### config.mk
export PLATFORM = sky130hd
export DESIGN_NAME = pwr_state_resolver
export DESIGN_NICKNAME = d
export VERILOG_FILES = /design/src/rtl/pwr_res_pkg.sv /design/src/rtl/pwr_core_merge.sv /design/src/rtl/pwr_pkg_reduce.sv /design/src/rtl/pwr_state_resolver.sv
export SDC_FILE = /design/constraint.sdc
export NUM_CORES = 1
export LEC_CHECK = 0
export BUFFER_PORTS_ARGS = -buffer_cell sky130_fd_sc_hd__buf_2
export CAP_MARGIN = 10
export CELL_PAD_IN_SITES_DETAIL_PLACEMENT = 1
export CELL_PAD_IN_SITES_GLOBAL_PLACEMENT = 1
export CORE_UTILIZATION = 42
export DETAILED_ROUTE_END_ITERATION = 12
export HOLD_SLACK_MARGIN = 0.12
export PLACE_DENSITY_LB_ADDON = 0.15
export SLEW_MARGIN = 20
export SYNTH_ARGS = -nofsm -noshare
export SYNTH_HDL_FRONTEND = slang
export SYNTH_SLANG_ARGS = --single-unit
### constraint.sdc
create_clock -name clk_i -period 1.3 [get_ports clk_i]
set_input_delay 0 -clock clk_i [delete_from_list [all_inputs] [get_ports clk_i]]
set_output_delay 0 -clock clk_i [all_outputs]
set_load 0.02 [all_outputs]
### src/rtl/pwr_res_pkg.sv
package pwr_res_pkg;
  localparam int IDLE_W = 3;

  typedef enum logic [IDLE_W-1:0] {
    IDLE_RUN  = 3'd0,
    IDLE_HALT = 3'd1,
    IDLE_HLV  = 3'd2,
    IDLE_SLP  = 3'd3,
    IDLE_OFF  = 3'd6
  } idle_e;

  // undefined codes fall back to plain halt
  function automatic logic [IDLE_W-1:0] norm_idle(input logic [IDLE_W-1:0] code);
    case (code)
      3'd0, 3'd1, 3'd2, 3'd3, 3'd6: norm_idle = code;
      default:                      norm_idle = IDLE_HALT;
    endcase
  endfunction
endpackage

### src/rtl/pwr_core_merge.sv
module pwr_core_merge
  import pwr_res_pkg::*;
#(
  parameter int P_MAX = 11,
  parameter int PW    = $clog2(P_MAX + 1)
) (
  input  logic [IDLE_W-1:0] idle_a_i,
  input  logic [IDLE_W-1:0] idle_b_i,
  input  logic [PW-1:0]     pst_a_i,
  input  logic [PW-1:0]     pst_b_i,
  output logic [IDLE_W-1:0] idle_o,
  output logic [PW-1:0]     pst_o,
  output logic              run_o,
  output logic              deep_o
);
  localparam logic [PW-1:0] PMAX_V = PW'(P_MAX);

  logic [IDLE_W-1:0] na, nb;
  logic [PW-1:0]     ca, cb, va, vb;

  always_comb begin
    na = norm_idle(idle_a_i);
    nb = norm_idle(idle_b_i);
    idle_o = (na < nb) ? na : nb;
    ca = (pst_a_i > PMAX_V) ? PMAX_V : pst_a_i;
    cb = (pst_b_i > PMAX_V) ? PMAX_V : pst_b_i;
    // sleeping threads do not vote
    va = (na == IDLE_RUN) ? ca : PMAX_V;
    vb = (nb == IDLE_RUN) ? cb : PMAX_V;
    pst_o  = (va < vb) ? va : vb;
    run_o  = (idle_o == IDLE_RUN);
    deep_o = (idle_o == IDLE_SLP) || (idle_o == IDLE_OFF);
  end
endmodule

### src/rtl/pwr_pkg_reduce.sv
module pwr_pkg_reduce
  import pwr_res_pkg::*;
#(
  parameter int NUM_CORES = 4,
  parameter int P_MAX     = 11,
  parameter int PW        = $clog2(P_MAX + 1)
) (
  input  logic [NUM_CORES*IDLE_W-1:0] core_idle_i,
  input  logic [NUM_CORES*PW-1:0]     core_pst_i,
  input  logic [NUM_CORES-1:0]        core_run_i,
  input  logic [NUM_CORES-1:0]        core_deep_i,
  output logic [PW-1:0]               pkg_pst_o,
  output logic                        all_hlv_o,
  output logic                        turbo_o
);
  localparam int CW = $clog2(NUM_CORES + 1);
  localparam logic [PW-1:0] PMAX_V = PW'(P_MAX);

  logic [CW-1:0] n_deep, n_run;

  always_comb begin
    pkg_pst_o = PMAX_V;
    all_hlv_o = 1'b1;
    n_deep    = '0;
    n_run     = '0;
    for (int c = 0; c < NUM_CORES; c++) begin
      if (core_pst_i[c*PW +: PW] < pkg_pst_o) pkg_pst_o = core_pst_i[c*PW +: PW];
      if (core_idle_i[c*IDLE_W +: IDLE_W] != IDLE_HLV) all_hlv_o = 1'b0;
      n_deep = n_deep + CW'(core_deep_i[c]);
      n_run  = n_run + CW'(core_run_i[c]);
    end
    turbo_o = (n_deep == CW'(NUM_CORES - 1)) && (n_run == CW'(1));
  end
endmodule

### src/rtl/pwr_state_resolver.sv
module pwr_state_resolver
  import pwr_res_pkg::*;
#(
  parameter int NUM_CORES = 4,
  parameter int P_MAX     = 11,
  parameter int PW        = $clog2(P_MAX + 1)
) (
  input  logic                          clk_i,
  input  logic                          rst_ni,
  input  logic [2*NUM_CORES*PW-1:0]     thr_pstate_i,
  input  logic [2*NUM_CORES*IDLE_W-1:0] thr_idle_i,
  output logic [NUM_CORES*IDLE_W-1:0]   core_idle_o,
  output logic [PW-1:0]                 pkg_pstate_o,
  output logic                          c1e_en_o,
  output logic                          turbo_ok_o
);
  logic [NUM_CORES*IDLE_W-1:0] m_idle, d_idle;
  logic [NUM_CORES*PW-1:0]     m_pst;
  logic [NUM_CORES-1:0]        m_run, m_deep;
  logic [PW-1:0]               n_pst;
  logic                        n_hlv, n_turbo;

  for (genvar c = 0; c < NUM_CORES; c++) begin : g_core
    pwr_core_merge #(.P_MAX(P_MAX), .PW(PW)) u_merge (
      .idle_a_i (thr_idle_i[(2*c)*IDLE_W +: IDLE_W]),
      .idle_b_i (thr_idle_i[(2*c+1)*IDLE_W +: IDLE_W]),
      .pst_a_i  (thr_pstate_i[(2*c)*PW +: PW]),
      .pst_b_i  (thr_pstate_i[(2*c+1)*PW +: PW]),
      .idle_o   (m_idle[c*IDLE_W +: IDLE_W]),
      .pst_o    (m_pst[c*PW +: PW]),
      .run_o    (m_run[c]),
      .deep_o   (m_deep[c])
    );
    // low-voltage halt only survives when the whole package agrees
    assign d_idle[c*IDLE_W +: IDLE_W] =
      (!n_hlv && m_idle[c*IDLE_W +: IDLE_W] == IDLE_HLV) ? IDLE_HALT
                                                         : m_idle[c*IDLE_W +: IDLE_W];
  end

  pwr_pkg_reduce #(.NUM_CORES(NUM_CORES), .P_MAX(P_MAX), .PW(PW)) u_reduce (
    .core_idle_i (m_idle),
    .core_pst_i  (m_pst),
    .core_run_i  (m_run),
    .core_deep_i (m_deep),
    .pkg_pst_o   (n_pst),
    .all_hlv_o   (n_hlv),
    .turbo_o     (n_turbo)
  );

  always_ff @(posedge clk_i or negedge rst_ni) begin
    if (!rst_ni) begin
      core_idle_o  <= '0;
      pkg_pstate_o <= PW'(P_MAX);
      c1e_en_o     <= 1'b0;
      turbo_ok_o   <= 1'b0;
    end else begin
      core_idle_o  <= d_idle;
      pkg_pstate_o <= n_pst;
      c1e_en_o     <= n_hlv;
      turbo_ok_o   <= n_turbo;
    end
  end
endmodule

==> results of run 1 <==
-- Yosys cell counts, types with 4 or more instances --
| library cell | n |
|---|---|
| o21ai_0 | 13 |
| inv_1 | 42 |
| ha_1 | 43 |
| nor3_1 | 13 |
| o21bai_1 | 6 |
| nor4_1 | 5 |
| o211ai_1 | 4 |
| and3_1 | 6 |
| nand2_1 | 24 |
| nor2b_1 | 4 |
| mux2i_1 | 14 |
| nand2b_1 | 8 |
| a21o_1 | 6 |
| a211oi_1 | 7 |
| a21oi_1 | 27 |
| and2_1 | 15 |
| dfrtp_1 | 15 |
| nor2_1 | 26 |
-- per-stage QoR --
step / worst slack [ps] / hold WS (ps) / TNS, ps / utilization [%]
floorplan: -3760 / -296 / -17030 / -
global placement: -3920 / -67.8 / -24030 / 68.4
detailed placement: -4570 / -48.7 / -28010 / 68.4
-- kinds of logic after synthesis --
| kind of cell | after synthesis |
|---|---|
| fa+ha+maj | 45 |
| xor+xnor | 1 |
| flops | 18 |
| compound gates | 92 |
| simple gates | 126 |
| mux | 16 |
| buf+inv | 48 |
==> out/qor.yml, run 1 <==
status: "did not finish"
haltStage: "clock tree synthesis (4_1_cts)"
tool.error: "[ERROR DPL-0033] detailed placement checks failed during check placement."
numCtsBuffers: 3
gp_congestion: 0.860
yosysTopAreaCell: "ha_1"
dp.cells: 628
synthArstFlopShare_pct: 100
numPortBuffers: 75
syn-instance-count: 346
std_cell_rows: 29
syn_area_per_cell_um2: 7.91
ys_ff_latch: 18
synth_fa_ha_area_share_pct: 21.1
synthFlopType: "dfrtp_1"
fp.dieH_um: 82.7
cts_sinks: 18
yosysSeqAreaShare_pct: 16.6
synth_compound_gate_area_share_pct: 24.4
placed_area_mm2: 0.00432
dp_hpwl_mm: 11.0
synth_nets: 449
synth_xor_area_share_pct: 0.320
cts_resized: 87
muxShareOfSynthArea_pct: 6.08
ys_types: 60
synth_simple_gate_area_share_pct: 24.9
cts_hold_buf: 1
initial_utilization_pct: 43.3
netlist_top_cells_area: "ha_1, dfrtp_1, inv_1"
cts-htree-levels: 1
mappedNetlistArea_mm2: 0.00274
synth_top_family_by_area: "simple AND/OR/NAND/NOR gates"
synth_top_area_share_pct: 19.7
yosys_warnings: 0
synth-edff-count: 0
die_x_um: 82.7
clockRootBuffer: "clkbuf_8"
io_pins: 76
postCtsSetupBuffers: 28
max-clock-path-buffers: 2
==> run 2: changes to the inputs <==
- CELL_PAD_IN_SITES_DETAIL_PLACEMENT: 1 -> default
- CELL_PAD_IN_SITES_GLOBAL_PLACEMENT: 1 -> default
- CORE_UTILIZATION: 42 -> 40
- HOLD_SLACK_MARGIN: 0.12 -> default
==> run 2 against run 1 <==
Effect of this change:
- the flow now finishes, with violations (DRC, setup timing)
- synthesized cell count unchanged
- synthesized area unchanged
==> out/qor.yml, run 2 <==
synthFlopType: "dfrtp_1"
gp_congestion: 0.877
rsz0062_at_grt: "yes"
finalHoldViolations: 0
cp.arrival_ps: 5360
numPortBuffers: 75
cap_violations: 0
drv_slew: 0
overflow: 0
violations: "DRC, setup timing"
core_area_mm2: 0.00646
crit_required_ps: 1430
path_class: "input port to flop"
ys_types: 60
wire_per_inst_um: 14.7
drt_iter0_drc: 110
grt_start_max_net_pins: 19
fp.dieH_um: 84.7
leakage_uw: 0.00256
io_pins: 76
hp-class: "input port to asynchronous set/reset pin"
cp-end-kind: "flop"
max-vdd-ir-drop_uv: 426
post-route-drc-count: 5
top_regs: "core_idle_o: 12 flops, pkg_pstate_o: 4 flops"
holdWs_ps: 199
nNetsFinal: 696
final_util_pct: 79.4
power_density_mw_per_mm2: 593
grt_usage_pct: 25.1
dp_hpwl_mm: 6.59
area_growth_pct: 87.5
setup_viol: 13
period_share_pct: 402
largest-register: "core_idle_o"
most-common-layout-cells: "buf_4, buf_2, inv_1"
numCtsBuffers: 3
cts-htree-levels: 1
layout_commonest_cell: "buf_4"
syn-instance-count: 346
drive_above_1_share_pct: 58.8
synth_nets: 449
syn_area_per_cell_um2: 7.91
initial_utilization_pct: 42.4
antennaDiodeCount: 0
netlist_top_cells_area: "ha_1, dfrtp_1, inv_1"
mappedNetlistArea_mm2: 0.00274
grt_pass1_wl_mm: 14.8
synth.most_common_cell: "ha_1"
synthArstFlopShare_pct: 100
antenna_found_initial: 0
critPathMaxFanout: 4
via_per_inst: 5.26
die_area_mm2: 0.00718
ant_nets: 0
ys_top_cells_by_count: "ha_1, inv_1, a21oi_1"
clockRootBuffer: "clkbuf_8"
timing.fmax_mhz: 191
grt_pass1_vias: 3529
dr_total_vias: 3521
drt_first_pass_iters: 9
yosys_warnings: 0
max-clock-path-buffers: 2
die_x_um: 84.7
clkTransAtPathRegs_ps: 60
std_cell_rows: 29
status: "finished with violations"
worst_slew_pin_slew_ps: 541
largest_reg_flops: 12
critPathCapture: "pkg_pstate_o[2]"
filler_cell_count: 415
yosysSeqAreaShare_pct: 16.6
layout_min_cycle_time_ps: 5230
ys_ff_latch: 18
yosysTopAreaCell: "ha_1"
cts_sinks: 18
start_kind: "input port"
relSlewSlack_pct: 63.6
cts_tree: "built"
drt-total-wl_mm: 9.84
synth-edff-count: 0
setup_ws_ps: -3930
worstSetupStartpoint: "thr_idle_i[1]"
synth_top_area_share_pct: 19.7
run 2: cell counts after synthesis:
No cell type changed its count.
run 2: per-layer routing:
metal  track usage [%]  vias to the layer above  share of wire, %
li1                  -                     1727                 -
met1              26.7                     1662                38
met2              52.5                      104                57
met3              1.47                       28               2.9
met4              6.01                        0               2.6
met5                 0                        -                 0
run 2: power by group:
group          total, µW  leakage (µW)  switching (µW)  internal (µW)
Clock                384     0.0000228             167            217
Combinational       2010       0.00231             939           1080
Sequential           641      0.000224            15.1            626
run 2: cell type report:
cell class	count	area, µm²	area share (%)
Sequential cell	18	454	8.85
Multi-Input combinational cell	280	2590	50.6
Tap cell	77	96.3	1.88
Inverter	45	171	3.34
Clock buffer	4	45.0	0.878
Timing Repair Buffer	245	1770	34.5
run 2: worst max-delay path, stage by stage:
cell      delay, ps
buf_6            90
or4_4           580
nor2_4          180
ha_4            220
nor2b_4         120
a221o_1         340
a31oi_4         250
mux2i_2         290
nor2_1           90
inv_1           110
ha_4            210
a21o_1          180
a21oi_2         200
and2b_1         150
and3b_1         160
a211oi_2         60
ha_2            180
a21oi_2         170
nand2_2         100
o31ai_4         220
mux2i_1         270
inv_1           100
ha_4            240
a21oi_4         150
o21bai_4         80
a31o_4          220
o31ai_4          70
mux2_4          320
run 2: cells by family after synthesis:
| family | Yosys count | synth area share, % |
|---|---|---|
| and+or+nand+nor | 126 | 24.9 |
| AOI/OAI and AO/OA | 92 | 24.4 |
| buffers and inverters | 48 | 6.58 |
| adders and majority gates | 45 | 21.1 |
| DFF | 18 | 16.6 |
| muxes | 16 | 6.08 |
| xor gates and xnor gates | 1 | 0.320 |
run 2: repair_timing:
action / in CTS / in global routing
pin swaps: 14 / 32
setup endpoints to repair: 14 / 15
hold buffers: 1 / 0
gates resized for setup: 50 / 53
buffers inserted: 30 / 10
hold endpoints to repair: 18 / 0
run 2: stage by stage:
step	worst slack (ps)	instances	TNS [ps]	cell area, µm²	total power (µW)
5_1_grt	-4100	669	-23050	5130	3220
4_1_cts	-3790	661	-20500	4830	2760
3_3_place_gp	-3910	627	-24380	4310	2130
3_5_place_dp	-4210	627	-26040	4310	2190
2_1_floorplan	-3760	346	-17030	2860	1470
6_report	-3930	669	-21790	5130	3040
run 2: how the worst min path moves through the flow:
stage | start | to | slack (ps) | depth (start not counted)
floorplan | rst_ni | c1e_en_o | -300 | 0
global placement | rst_ni | core_idle_o[11] | -70 | 1
detailed placement | rst_ni | core_idle_o[11] | -60 | 1
CTS | rst_ni | core_idle_o[4] | 210 | 2
global route | rst_ni | c1e_en_o | 250 | 2
finish | rst_ni | core_idle_o[11] | 200 | 2
Note: power is estimated with default switching activity, not from simulation.
